File: config.mk
export PLATFORM = sky130hd
export DESIGN_NAME = circ_idx_unit
export DESIGN_NICKNAME = d
export VERILOG_FILES = /design/src/rtl/circ_idx_pkg.sv /design/src/rtl/circ_addr_gen.sv /design/src/rtl/circ_wrap.sv /design/src/rtl/circ_idx_unit.sv
export SDC_FILE = /design/constraint.sdc
export NUM_CORES = 1
export LEC_CHECK = 0
export BUFFER_PORTS_ARGS = -buffer_cell sky130_fd_sc_hd__buf_2
export CAP_MARGIN = 20
export CORE_MARGIN = 4
export CORE_UTILIZATION = 55
export CTS_BUF_LIST = sky130_fd_sc_hd__clkbuf_8 sky130_fd_sc_hd__clkbuf_16
export DETAILED_ROUTE_END_ITERATION = 10
export MAX_ROUTING_LAYER = met4
export PLACE_DENSITY = 0.93
export SLEW_MARGIN = 20
export SYNTH_ARGS = -nofsm -noshare
export SYNTH_HDL_FRONTEND = slang
export SYNTH_SLANG_ARGS = --single-unit
File: constraint.sdc
create_clock -name clk -period 5.73 [get_ports clk]
set_input_delay 0.573 -clock clk [delete_from_list [all_inputs] [get_ports clk]]
set_output_delay 0.573 -clock clk [all_outputs]
set_load 0.01 [all_outputs]
File: src/rtl/circ_idx_pkg.sv
package circ_idx_pkg;
    typedef enum logic [0:0] {
        ST_IDLE = 1'b0,
        ST_EMIT = 1'b1
    } emit_state_t;
endpackage

File: src/rtl/circ_addr_gen.sv
module circ_addr_gen #(
    parameter int ADDR_W = 32,
    parameter int IDX_W  = 16
) (
    input  logic [ADDR_W-1:0] base,
    input  logic [IDX_W-1:0]  idx,
    output logic [ADDR_W-1:0] ea
);
    localparam int PAD_W = ADDR_W - IDX_W;

    // base plus zero-extended pre-update index
    always_comb begin
        ea = base + {{PAD_W{1'b0}}, idx};
    end
endmodule

File: src/rtl/circ_wrap.sv
module circ_wrap #(
    parameter int IDX_W = 16,
    parameter int OFF_W = 10
) (
    input  logic [IDX_W-1:0] idx,
    input  logic [IDX_W-1:0] len,
    input  logic [OFF_W-1:0] step,
    output logic [IDX_W-1:0] new_idx,
    output logic             len_zero
);
    localparam int CW = IDX_W + 2;

    logic [CW-1:0] idx_e, len_e, step_e, cand, cand_add, cand_sub;
    logic          cand_neg, cand_ge;

    always_comb begin
        idx_e    = {2'b00, idx};
        len_e    = {2'b00, len};
        step_e   = {{(CW-OFF_W){step[OFF_W-1]}}, step};
        cand     = idx_e + step_e;
        cand_neg = cand[CW-1];
        cand_add = cand + len_e;
        cand_sub = cand - len_e;
        cand_ge  = !cand_neg && (cand >= len_e);
        len_zero = (len == '0);
        if (len_zero) begin
            new_idx = '0;
        end else if (cand_neg) begin
            new_idx = cand_add[IDX_W-1:0];
        end else if (cand_ge) begin
            new_idx = cand_sub[IDX_W-1:0];
        end else begin
            new_idx = cand[IDX_W-1:0];
        end
    end
endmodule

File: src/rtl/circ_idx_unit.sv
module circ_idx_unit
    import circ_idx_pkg::*;
#(
    parameter int ADDR_W = 32,
    parameter int IDX_W  = 16,
    parameter int OFF_W  = 10
) (
    input  logic                 clk,
    input  logic                 rst_n,
    input  logic                 req_valid,
    input  logic [ADDR_W-1:0]    req_base,
    input  logic [2*IDX_W-1:0]   req_ctx,
    input  logic [OFF_W-1:0]     req_step,
    output logic                 rsp_valid,
    output logic [ADDR_W-1:0]    rsp_addr,
    output logic [2*IDX_W-1:0]   rsp_ctx,
    output logic                 rsp_len_zero
);
    localparam int CTX_W = 2 * IDX_W;

    emit_state_t state_q, state_d;

    logic [IDX_W-1:0]  cur_idx, cur_len, nxt_idx;
    logic [ADDR_W-1:0] ea_c;
    logic              len_zero_c;

    assign cur_idx = req_ctx[IDX_W-1:0];
    assign cur_len = req_ctx[CTX_W-1:IDX_W];

    circ_addr_gen #(.ADDR_W(ADDR_W), .IDX_W(IDX_W)) u_addr (
        .base (req_base),
        .idx  (cur_idx),
        .ea   (ea_c)
    );

    circ_wrap #(.IDX_W(IDX_W), .OFF_W(OFF_W)) u_wrap (
        .idx      (cur_idx),
        .len      (cur_len),
        .step     (req_step),
        .new_idx  (nxt_idx),
        .len_zero (len_zero_c)
    );

    // sequencer: next state
    always_comb begin
        unique case (state_q)
            ST_IDLE: state_d = req_valid ? ST_EMIT : ST_IDLE;
            ST_EMIT: state_d = req_valid ? ST_EMIT : ST_IDLE;
            default: state_d = ST_IDLE;
        endcase
    end

    // sequencer: state register
    always_ff @(posedge clk) begin
        if (!rst_n) state_q <= ST_IDLE;
        else        state_q <= state_d;
    end

    // outputs
    assign rsp_valid = (state_q == ST_EMIT);

    always_ff @(posedge clk) begin
        if (!rst_n) begin
            rsp_addr     <= '0;
            rsp_ctx      <= '0;
            rsp_len_zero <= 1'b0;
        end else if (req_valid) begin
            rsp_addr     <= ea_c;
            rsp_ctx      <= {cur_len, nxt_idx};
            rsp_len_zero <= len_zero_c;
        end
    end

    // checks
    logic [OFF_W-1:0] step_neg;
    logic [IDX_W:0]   step_mag;
    logic             in_contract;
    assign step_neg    = -req_step;
    assign step_mag    = req_step[OFF_W-1] ? {{(IDX_W+1-OFF_W){1'b0}}, step_neg}
                                           : {{(IDX_W+1-OFF_W){1'b0}}, req_step};
    assign in_contract = (cur_len != '0) && (cur_idx < cur_len) && (step_mag <= {1'b0, cur_len});

    a_r1_valid_follows: assert property (@(posedge clk) disable iff (!rst_n)
        req_valid |=> rsp_valid);
    a_r1_no_spurious: assert property (@(posedge clk) disable iff (!rst_n)
        !req_valid |=> !rsp_valid);
    a_r5_len_carried: assert property (@(posedge clk) disable iff (!rst_n)
        req_valid |=> rsp_ctx[CTX_W-1:IDX_W] == $past(cur_len));
    a_r6_zero_len_idx: assert property (@(posedge clk) disable iff (!rst_n)
        rsp_valid && rsp_len_zero |-> rsp_ctx[IDX_W-1:0] == '0);
    a_r7_hold: assert property (@(posedge clk) disable iff (!rst_n)
        !req_valid |=> $stable(rsp_addr) && $stable(rsp_ctx) && $stable(rsp_len_zero));
    a_r8_in_buffer: assert property (@(posedge clk) disable iff (!rst_n)
        req_valid && in_contract |=> rsp_ctx[IDX_W-1:0] < rsp_ctx[CTX_W-1:IDX_W]);
endmodule

# Word level (Yosys, flattened, before mapping)
# Index checks and enable logic that the tools add are counted.
totals:
  register_bits: 66
  wordCells: 16
op_classes:
  add_sub_neg: 4
  order_cmp: 1
  muxes: 4
  reduce_logical: 3
op_table:
  columns: ["cell", "n"]
  rows:
  - ["two-way mux 16 bit", 3]
  - ["adder 32 x 16 -> 32 bit", 1]
  - ["adder 17 x 10 -> 18 bit", 1]
  - ["greater-or-equal comparator 18 x 16 -> 1 bit", 1]
  - ["adder 16 bit", 1]
  - ["zero test 16 bit", 1]
  - ["subtractor 16 bit", 1]
  - ["logical AND 1 bit", 1]
  - ["zero test 1 bit", 1]
  - ["two-way mux 1 bit", 1]

# Depth between registers and ports, before layout
# Gate-level depths: netlist of run 1.
logic_depth:
  depth_word: 6
  mapped_depth: 20
  mapped_depth_nobuf: 19

# By module
# Synthesis of run 1 repeated with hierarchy kept, for this count alone.
hier_totals:
  hier_cells: 769
  hier_area_um2: 6566.3
modules_own_cells:
  columns: ["mod", "n_inst", "cells_per_inst", "area_per_inst_um2"]
  rows:
  - ["circ_wrap", 1, 388, 2812.7]
  - ["circ_idx_unit", 1, 212, 2534.9]
  - ["circ_addr_gen", 1, 169, 1218.7]

# Worst setup path after synthesis of run 1
# Ideal clock, no wire load.
synth_timing:
  kind: "input port to flip-flop"
  start: "input req_ctx[1]"
  end: "register rsp_ctx[1]"
  setup_time_ps: 122
  arrival_time_ps: 4273
  slack_ps: 1335
  cell_stages: 17
  path_buffers: 0
  cell_sequence: "ha_1 a211oi_1 o21ai_1 a41o_1 a21oi_1 o21bai_1 a21oi_1 xnor2_1 ha_1 a211o_1 a21oi_1 o221ai_1 o41ai_2 a21boi_2 or2_2 o21ai_0 o21ai_1"
synth_between:
  elab_chain_len: 6
synth_rtl:
  columns: ["item", "line_no", "rtl"]
  rows:
  - ["from (decl)", "circ_idx_unit.sv:12", "input logic [2*IDX_W-1:0] req_ctx,"]
  - ["adder 17 x 10 -> 18 bit *", "circ_wrap.sv:20", "cand = idx_e + step_e;"]
  - ["greater-or-equal comparator 18 x 16 -> 1 bit / zero test 1 bit (equally long branches)", "circ_wrap.sv:24", "cand_ge = !cand_neg && (cand >= len_e);"]
  - ["logical AND 1 bit", "circ_wrap.sv:24", null]
  - ["two-way mux 16 bit", "circ_wrap.sv:30", "end else if (cand_ge) begin"]
  - ["two-way mux 16 bit *", "circ_wrap.sv:28", "end else if (cand_neg) begin"]
  - ["two-way mux 16 bit *", "circ_wrap.sv:26", "if (len_zero) begin"]
  - ["to (signal assigned)", "circ_idx_unit.sv:69", "rsp_ctx <= {cur_len, nxt_idx};"]
  - ["to (decl)", "circ_idx_unit.sv:16", "output logic [2*IDX_W-1:0] rsp_ctx,"]
# Mark *: on every way between the ends. The rest lies on a longest branch, timed or not.
# A chain may end at the register's enable or synchronous reset.

# Worst setup path after layout of run 1
layout_timing:
  start: "input req_ctx[1]"
  end: "register rsp_ctx[15]"
# The elaborated chain is that of the path after synthesis.

==> run_results.csv, run 1 <==
group,metric,value,unit
critical_path,worstSetupPathType,"in2reg",
placement,hpwl,13000,µm
detailed_routing,avgRoutedWirePerCell,16.68,µm
power_and_ir_drop,max-vdd-ir-drop,0.1310,mV
logic_synthesis,yosysSeqAreaShare,22.96,%
critical_path,end_kind,"flop",
floorplanning,pin_count,143,
sta,skew,0,ps
clock_tree,numCtsBuffers,9,
floorplanning,rows,37,
global_route,overflow,0,
cells_and_area,finalNonFillerCells,993,
logic_synthesis,async_flop_share,0,%
clock_tree,clk_pin_slew,80,ps
logic_synthesis,syn_area,5756,µm²
floorplanning,initial_utilization,56.00,%
sta,fin_ws,818.6,ps
detailed_routing,initialDrtViolationCount,296,
detailed_routing,ant_nets,0,
cells_and_area,final_layout_size_suffix_gt1_share,21.12,%
global_route,track_usage,28.65,%
cells_and_area,antennaDiodeCount,0,
logic_synthesis,yosys_warnings,0,
logic_synthesis,syn_nets,869,
global_route,grt_pass1_vias,5806,
floorplanning,die_w,110.3,µm
sta,worstMarginPinSlew,852.5,ps
worst_hold_path,hp-class,"reg2reg",
clock_tree,holdBufCountCts,0,
critical_path,critPathRequiredTime,5980,ps
placement,numPortBuffers,142,
detailed_routing,post_drt_via_cell_ratio,5.979,
critical_path,cp-start-kind,"primary input",
cells_and_area,final-seq-area,1321,µm²
sta,slew_headroom,42.90,%
cells_and_area,multi_input_area,4167,µm²
sta,slew_viol_final,0,
critical_path,cp_max_fo,19,
clock_tree,root_buffer,"clkbuf_8",
sta,hold_violations,0,
power_and_ir_drop,power.density,259.3,nW/µm²
flow_run,cap_violations,0,
detailed_routing,vias,5937,
clock_tree,cts.sinks,66,
logic_synthesis,yosysTopAreaCell,"dfxtp_1",
global_route,grt_pass1_wl,27030,µm
logic_synthesis,synth-edff-count,0,
global_route,grt_start_max_net_pins,58,
sta,finalCriticalPeriod,4911,ps
floorplanning,die_y,110.3,µm
power_and_ir_drop,p_leak,3.218,nW
clock_tree,clock_path_buffers,2,
detailed_routing,routed_wl,16560,µm
logic_synthesis,synth_area_leaders,"dfxtp_1 23%, ha_1 14%, mux2i_1 5.0%, xnor2_1 4.6%, o21ai_0 4.4%",
sta,setup_viol,0,
sta,fmax,0.2036,GHz
logic_synthesis,synth_top_area_share,22.96,%
floorplanning,fp.dieArea,12170,µm²
cells_and_area,fillCellCount,912,
sta,hold_ws,446.2,ps
logic_synthesis,yosys.cell_types.count,69,
logic_synthesis,postSynthAreaPerCell,7.950,µm²
clock_tree,ctsHtreeMaxLevel,3,
global_route,antenna_found_initial,0,
floorplanning,core_area,10280,µm²
logic_synthesis,ys.flop_type,"dfxtp_1",
cells_and_area,syn_to_final_growth,16.74,%
placement,gp_congestion,0.9231,
cells_and_area,nNetsFinal,997,
critical_path,crit_arrival,5160,ps
sta,period_share,85.71,%
logic_synthesis,synth-seq-cells,66,
status,outcome,"completed",
clock_tree,post_cts_buffers,0,
cells_and_area,utilization,65.38,%
detailed_routing,drc_errors,0,
sta,tns,0,ps
clock_tree,cts_tree,"yes",
clock_tree,post_cts_resize_count,0,
sta,rsz0062_at_grt,"no",
clock_tree,clkLatencyLatePin,350,ps
placement,placed_cells,977,
detailed_routing,first_pass_iters,5,
placement,preCtsSetupSlack,480.1,ps
logic_synthesis,syn_inst,724,
==> per-layer routing <==
| layer | wire length [µm] | vias up | track usage [%] |
|---|---|---|---|
| met2 | 7955 | 274 | 47.36 |
| met5 | 0 | - | - |
| met3 | 1481 | 41 | 4.718 |
| met4 | 407 | 0 | 11.87 |
| li1 | - | 2868 | - |
| met1 | 6717 | 2754 | 34.76 |
==> cells in the mapped netlist, types with 5 or more instances <==
| cell type | instances |
|---|---|
| o21bai_1 | 11 |
| o21ai_1 | 14 |
| clkbuf_1 | 22 |
| xnor2_1 | 30 |
| o21ba_2 | 5 |
| xor2_1 | 18 |
| mux2i_1 | 29 |
| inv_1 | 42 |
| ha_1 | 64 |
| o21ai_0 | 51 |
| nor3_1 | 15 |
| a21oi_1 | 50 |
| nand4_1 | 7 |
| nor2_1 | 58 |
| a31oi_1 | 7 |
| nand3_1 | 15 |
| a32oi_1 | 9 |
| dfxtp_1 | 66 |
| and3_1 | 13 |
| o21a_1 | 7 |
| a21o_1 | 8 |
| a211oi_1 | 5 |
| nand2b_1 | 8 |
| nand2_1 | 50 |
| nor2b_1 | 38 |
==> metrics by stage <==
| stage | power (W) | cell area (µm²) |
|---|---|---|
| 3_3_place_gp | 0.001365 | 6549 |
| 6_report | 0.001742 | 6719 |
| 3_5_place_dp | 0.001381 | 6549 |
| 5_1_grt | 0.001861 | 6719 |
| 4_1_cts | 0.001732 | 6719 |
| 2_1_floorplan | 0.001147 | 5756 |
==> critical path: stages <==
cell      delay, ps
buf_2           110
ha_1            300
a211oi_1        350
o21ai_1         160
a41o_1          300
a21oi_1         250
o21bai_1        120
a21oi_1         180
xnor2_1         210
ha_1            370
a211o_1         330
a21oi_1         130
o221ai_1        180
o41ai_2         550
a21boi_2        300
nor2_1          320
nor2_1           90
o41ai_1         330
==> logic make-up (layout without fill, tap and decap cells) <==
family / count (synthesis) / after routing / synth area share [%]
flip-flops: 66 / 66 / 22.96
multiplexers: 30 / 30 / 5.239
XOR/XNOR: 48 / 48 / 7.304
AO/OA/AOI/OAI: 213 / 213 / 24.61
adder cells (fa/ha/maj): 68 / 68 / 15.30
AND/OR/NAND/NOR: 229 / 229 / 19.93
buffers and inverters: 70 / 203 / 4.652
==> cell type report <==
type,count,share of cell area [%]
Inverter,42,2.346
Sequential cell,66,19.66
Multi-Input combinational cell,588,62.01
Tap cell,136,2.533
Clock inverter,7,0.6890
Timing Repair Buffer,145,10.91
Clock buffer,9,1.844
==> final timing paths <==
kind	from	to	slack, ps	cells past startpoint
worst max-delay path	req_ctx[1]	rsp_ctx[15]$_SDFFE_PN0P_	820	18
worst min-delay path	rsp_ctx[10]$_SDFFE_PN0P_	rsp_ctx[10]$_SDFFE_PN0P_	450	2
worst max register to register	rsp_ctx[0]$_SDFFE_PN0P_	rsp_ctx[0]$_SDFFE_PN0P_	5010	2
worst min register to register	rsp_ctx[10]$_SDFFE_PN0P_	rsp_ctx[10]$_SDFFE_PN0P_	450	2
==> cell usage in the layout, fill, tap and decap left out, types with 4 or more instances in the layout <==
cell / netlist / routed
o21ba_2: 5 / 5
fa_1: 4 / 4
nor4_1: 4 / 4
buf_2: 4 / 142
nor3_1: 15 / 15
nor2b_1: 38 / 38
nand2b_1: 8 / 8
xnor2_1: 30 / 30
a31oi_1: 7 / 7
a21o_1: 8 / 8
o21ai_0: 51 / 51
nand4_1: 7 / 7
mux2i_1: 29 / 29
o21a_1: 7 / 7
dfxtp_1: 66 / 66
nand3_1: 15 / 15
o221ai_1: 4 / 4
clkbuf_8: 0 / 9
inv_1: 42 / 42
ha_1: 64 / 64
nand2_1: 50 / 50
nor2_1: 58 / 58
xor2_1: 18 / 18
a21oi_1: 50 / 50
o21ai_1: 14 / 14
and3_1: 13 / 13
o21bai_1: 11 / 11
a32oi_1: 9 / 9
a211oi_1: 5 / 5
or2_2: 4 / 4
==> state kept, by name, summed over array words and instances (netlist names) <==
register and flops:
rsp_valid 1, rsp_addr 32, rsp_ctx 32, rsp_len_zero 1
==> power breakdown <==
group          total (W)  switching, W  internal, W
Combinational   0.000851      0.000492     0.000358
Sequential      0.000536     0.0000268     0.000509
Clock           0.000355      0.000200     0.000155
Power figures use the tool's default switching activity.
==> run 2: changes to the inputs <==
- CORE_UTILIZATION: 55 -> 56
- SYNTH_HIERARCHICAL: not set -> 1
==> run 2 against run 1 <==
Effect of this change: synthesized cell count up 6.2%; power rose by 23%; final area up 12%; global-route usage decreased by 0.56 points; via count rose by 5.0%; area after synthesis rose by 14%; flip-flop and latch count unchanged.
==> run_results.csv, run 2 <==
group,metric,value,unit
logic_synthesis,synth-xor-area-share,7.470,%
logic_synthesis,ys.flop_type,"dfxtp_1",
clock_tree,numCtsBuffers,9,
logic_synthesis,yosysSeqAreaShare,20.12,%
logic_synthesis,synth_top_family_by_area,"compound AO/OA/AOI/OAI gates",
global_route,track_usage,28.10,%
logic_synthesis,synth_most_common_cell,"nor2b_1",
clock_tree,post_cts_buffers,0,
cells_and_area,fillCellCount,955,
logic_synthesis,syn_area,6566,µm²
floorplanning,fp.dieArea,13520,µm²
worst_hold_path,hp-class,"reg2reg",
detailed_routing,wl_met3,1409,µm
sta,tns,0,ps
detailed_routing,vias,6236,
sta,skew,0,ps
logic_synthesis,syn_nets,914,
sta,rsz0062_at_grt,"no",
cells_and_area,antennaDiodeCount,0,
clock_tree,ctsHtreeMaxLevel,3,
sta,slew_headroom,24.91,%
logic_synthesis,yosysTopAreaCell,"dfxtp_1",
clock_tree,post_cts_resize_count,0,
logic_synthesis,postSynthAreaPerCell,8.539,µm²
critical_path,critPathRequiredTime,5990,ps
clock_tree,cts.sinks,66,
critical_path,cp-start-kind,"primary input",
sta,fmax,0.1971,GHz
logic_synthesis,syn_inst,769,
global_route,grt_pass1_vias,6177,
floorplanning,rows,39,
detailed_routing,routed.top_layer,"met4",
cells_and_area,top_regs,"rsp_addr x32, rsp_ctx x32",
sta,worstMarginPinSlew,1126,ps
placement,gp_congestion,0.9513,
placement,numPortBuffers,142,
cells_and_area,final_common_cell,"buf_2",
cells_and_area,syn_to_final_growth,14.14,%
critical_path,cp_max_fo,18,
sta,slew_viol_final,0,
global_route,overflow,0,
logic_synthesis,synth_common_cells,"73 x nor2b_1, 70 x mux2i_1, 66 x dfxtp_1, 64 x ha_1, 58 x nor2_1",
global_route,grt_start_max_net_pins,67,
clock_tree,clk_pin_slew,50,ps
power_and_ir_drop,power.density,285.9,nW/µm²
detailed_routing,first_pass_iters,5,
sta,period_share,88.53,%
sta,finalCriticalPeriod,5073,ps
critical_path,worstSetupPathType,"in2reg",
logic_synthesis,synth-edff-count,0,
logic_synthesis,synth-compound-area-share,20.96,%
floorplanning,die_y,116.3,µm
clock_tree,holdBufCountCts,0,
detailed_routing,routed_wl,18240,µm
detailed_routing,initialDrtViolationCount,480,
flow_run,cap_violations,0,
cells_and_area,nNetsFinal,1032,
logic_synthesis,synthSimpleGateAreaFrac,20.52,%
detailed_routing,post_drt_via_cell_ratio,6.031,
clock_tree,root_buffer,"clkbuf_16",
sta,hold_violations,0,
logic_synthesis,synth_adder_area_share,13.41,%
logic_synthesis,async_flop_share,0,%
clock_tree,clock_path_buffers,2,
floorplanning,die_w,116.3,µm
detailed_routing,wl_met2,8456,µm
floorplanning,pin_count,143,
status,outcome,"completed",
logic_synthesis,muxShareOfSynthArea,10.67,%
global_route,grt_pass1_wl,29320,µm
logic_synthesis,synth-seq-cells,66,
clock_tree,cts_tree,"yes",
critical_path,crit_arrival,5340,ps
logic_synthesis,synth_top_area_share,20.12,%
logic_synthesis,synth_area_leaders,"dfxtp_1 20%, ha_1 12%, mux2i_1 11%, nor2b_1 7.0%, xnor2_1 5.3%",
floorplanning,core_area,11470,µm²
logic_synthesis,yosys.cell_types.count,74,
global_route,antenna_found_initial,0,
power_and_ir_drop,p_leak,3.586,nW
cells_and_area,final_cell_mix,"141 x buf_2, 73 x nor2b_1, 70 x mux2i_1",
floorplanning,initial_utilization,57.26,%
detailed_routing,avgRoutedWirePerCell,17.64,µm
power_and_ir_drop,max-vdd-ir-drop,0.1581,mV
cells_and_area,utilization,65.36,%
detailed_routing,drc_errors,0,
clock_tree,clkLatencyLatePin,330,ps
sta,setup_viol,0,
cells_and_area,final_layout_size_suffix_gt1_share,21.44,%
detailed_routing,ant_nets,0,
logic_synthesis,yosys_warnings,6,
placement,hpwl,13700,µm
critical_path,end_kind,"flop",
detailed_routing,wl_met1,7654,µm
==> run 2: cell types whose count changed in the layout (fill, tap and decap cells not counted), moves of 5 or more <==
cell	delta
nor2b_1	+35
clkbuf_16	+9
o21ai_1	-11
nand2_1	-25
a32oi_1	-7
o21ba_2	-5
mux2i_1	+41
xnor2_1	+10
and3_1	-9
clkbuf_8	-9
a21o_1	+9
o21ai_0	-24
==> run 2: kinds of logic after synthesis <==
| group | Yosys count |
|---|---|
| simple gates | 242 |
| compound gates | 186 |
| buf+inv | 81 |
| mux | 70 |
| fa+ha+maj | 68 |
| flops | 66 |
| xor+xnor | 56 |
==> run 2: final cells by class <==
| type | count | area, µm² | share of cell area [%] |
|---|---|---|---|
| Inverter | 43 | 161.4 | 2.154 |
| Timing Repair Buffer | 145 | 735.7 | 9.816 |
| Clock buffer | 9 | 225.2 | 3.005 |
| Multi-Input combinational cell | 622 | 4796 | 63.99 |
| Clock inverter | 6 | 76.32 | 1.018 |
| Tap cell | 143 | 178.9 | 2.387 |
| Sequential cell | 66 | 1321 | 17.63 |
==> run 2: path summary, 6_finish.rpt <==
check / cells past startpoint / slack, ps / to / from
setup / recovery: 21 / 660 / rsp_ctx[2]$_SDFFE_PN0P_ / req_step[9]
hold / removal: 2 / 510 / rsp_addr[8]$_SDFFE_PN0P_ / rsp_addr[8]$_SDFFE_PN0P_
setup reg to reg: 2 / 5000 / rsp_ctx[2]$_SDFFE_PN0P_ / rsp_ctx[2]$_SDFFE_PN0P_
hold reg to reg: 2 / 510 / rsp_addr[8]$_SDFFE_PN0P_ / rsp_addr[8]$_SDFFE_PN0P_
==> run 2: where the power goes <==
group,leakage (nW),switching (W),internal (W)
combinational,2.88,0.000589,0.000436
sequential,0.545,0.0000285,0.000512
clock,0.159,0.000205,0.000373
==> run 2: critical path: stages <==
cell and delay (ps):
buf_2 290, ha_1 350, o21ai_0 320, a211oi_1 90, o21ai_1 130, o21ai_0 140
o21a_1 220, o41ai_1 340, xnor2_1 250, ha_1 310, inv_1 100, nand4_1 160
nor4_1 320, nor2_1 90, o211ai_2 110, and2b_4 240, a31oi_4 590, mux2i_1 200
nor4_2 230, mux2i_1 100, nor2b_1 160
==> run 2: metrics by stage <==
| step | total power [W] | worst slack (ps) | std cells | area, µm² | hold slack, ps |
|---|---|---|---|---|---|
| floorplan | 0.001308 | 1235 | 769 | 6566 | 538.4 |
| global placement | 0.001519 | 629.5 | 1019 | 7193 | 489.9 |
| detailed placement | 0.001545 | 407.0 | 1019 | 7193 | 501.5 |
| CTS | 0.002133 | 742.2 | 1034 | 7495 | 516.0 |
| global route | 0.002276 | 254.5 | 1034 | 7495 | 539.8 |
| finish | 0.002143 | 657.1 | 1034 | 7495 | 513.4 |
==> run 2: routing by layer <==
metal	global-route usage [%]	up-vias
met4	12.76	0
met5	-	-
met2	45.61	281
met1	33.65	2893
li1	-	2995
met3	5.492	67
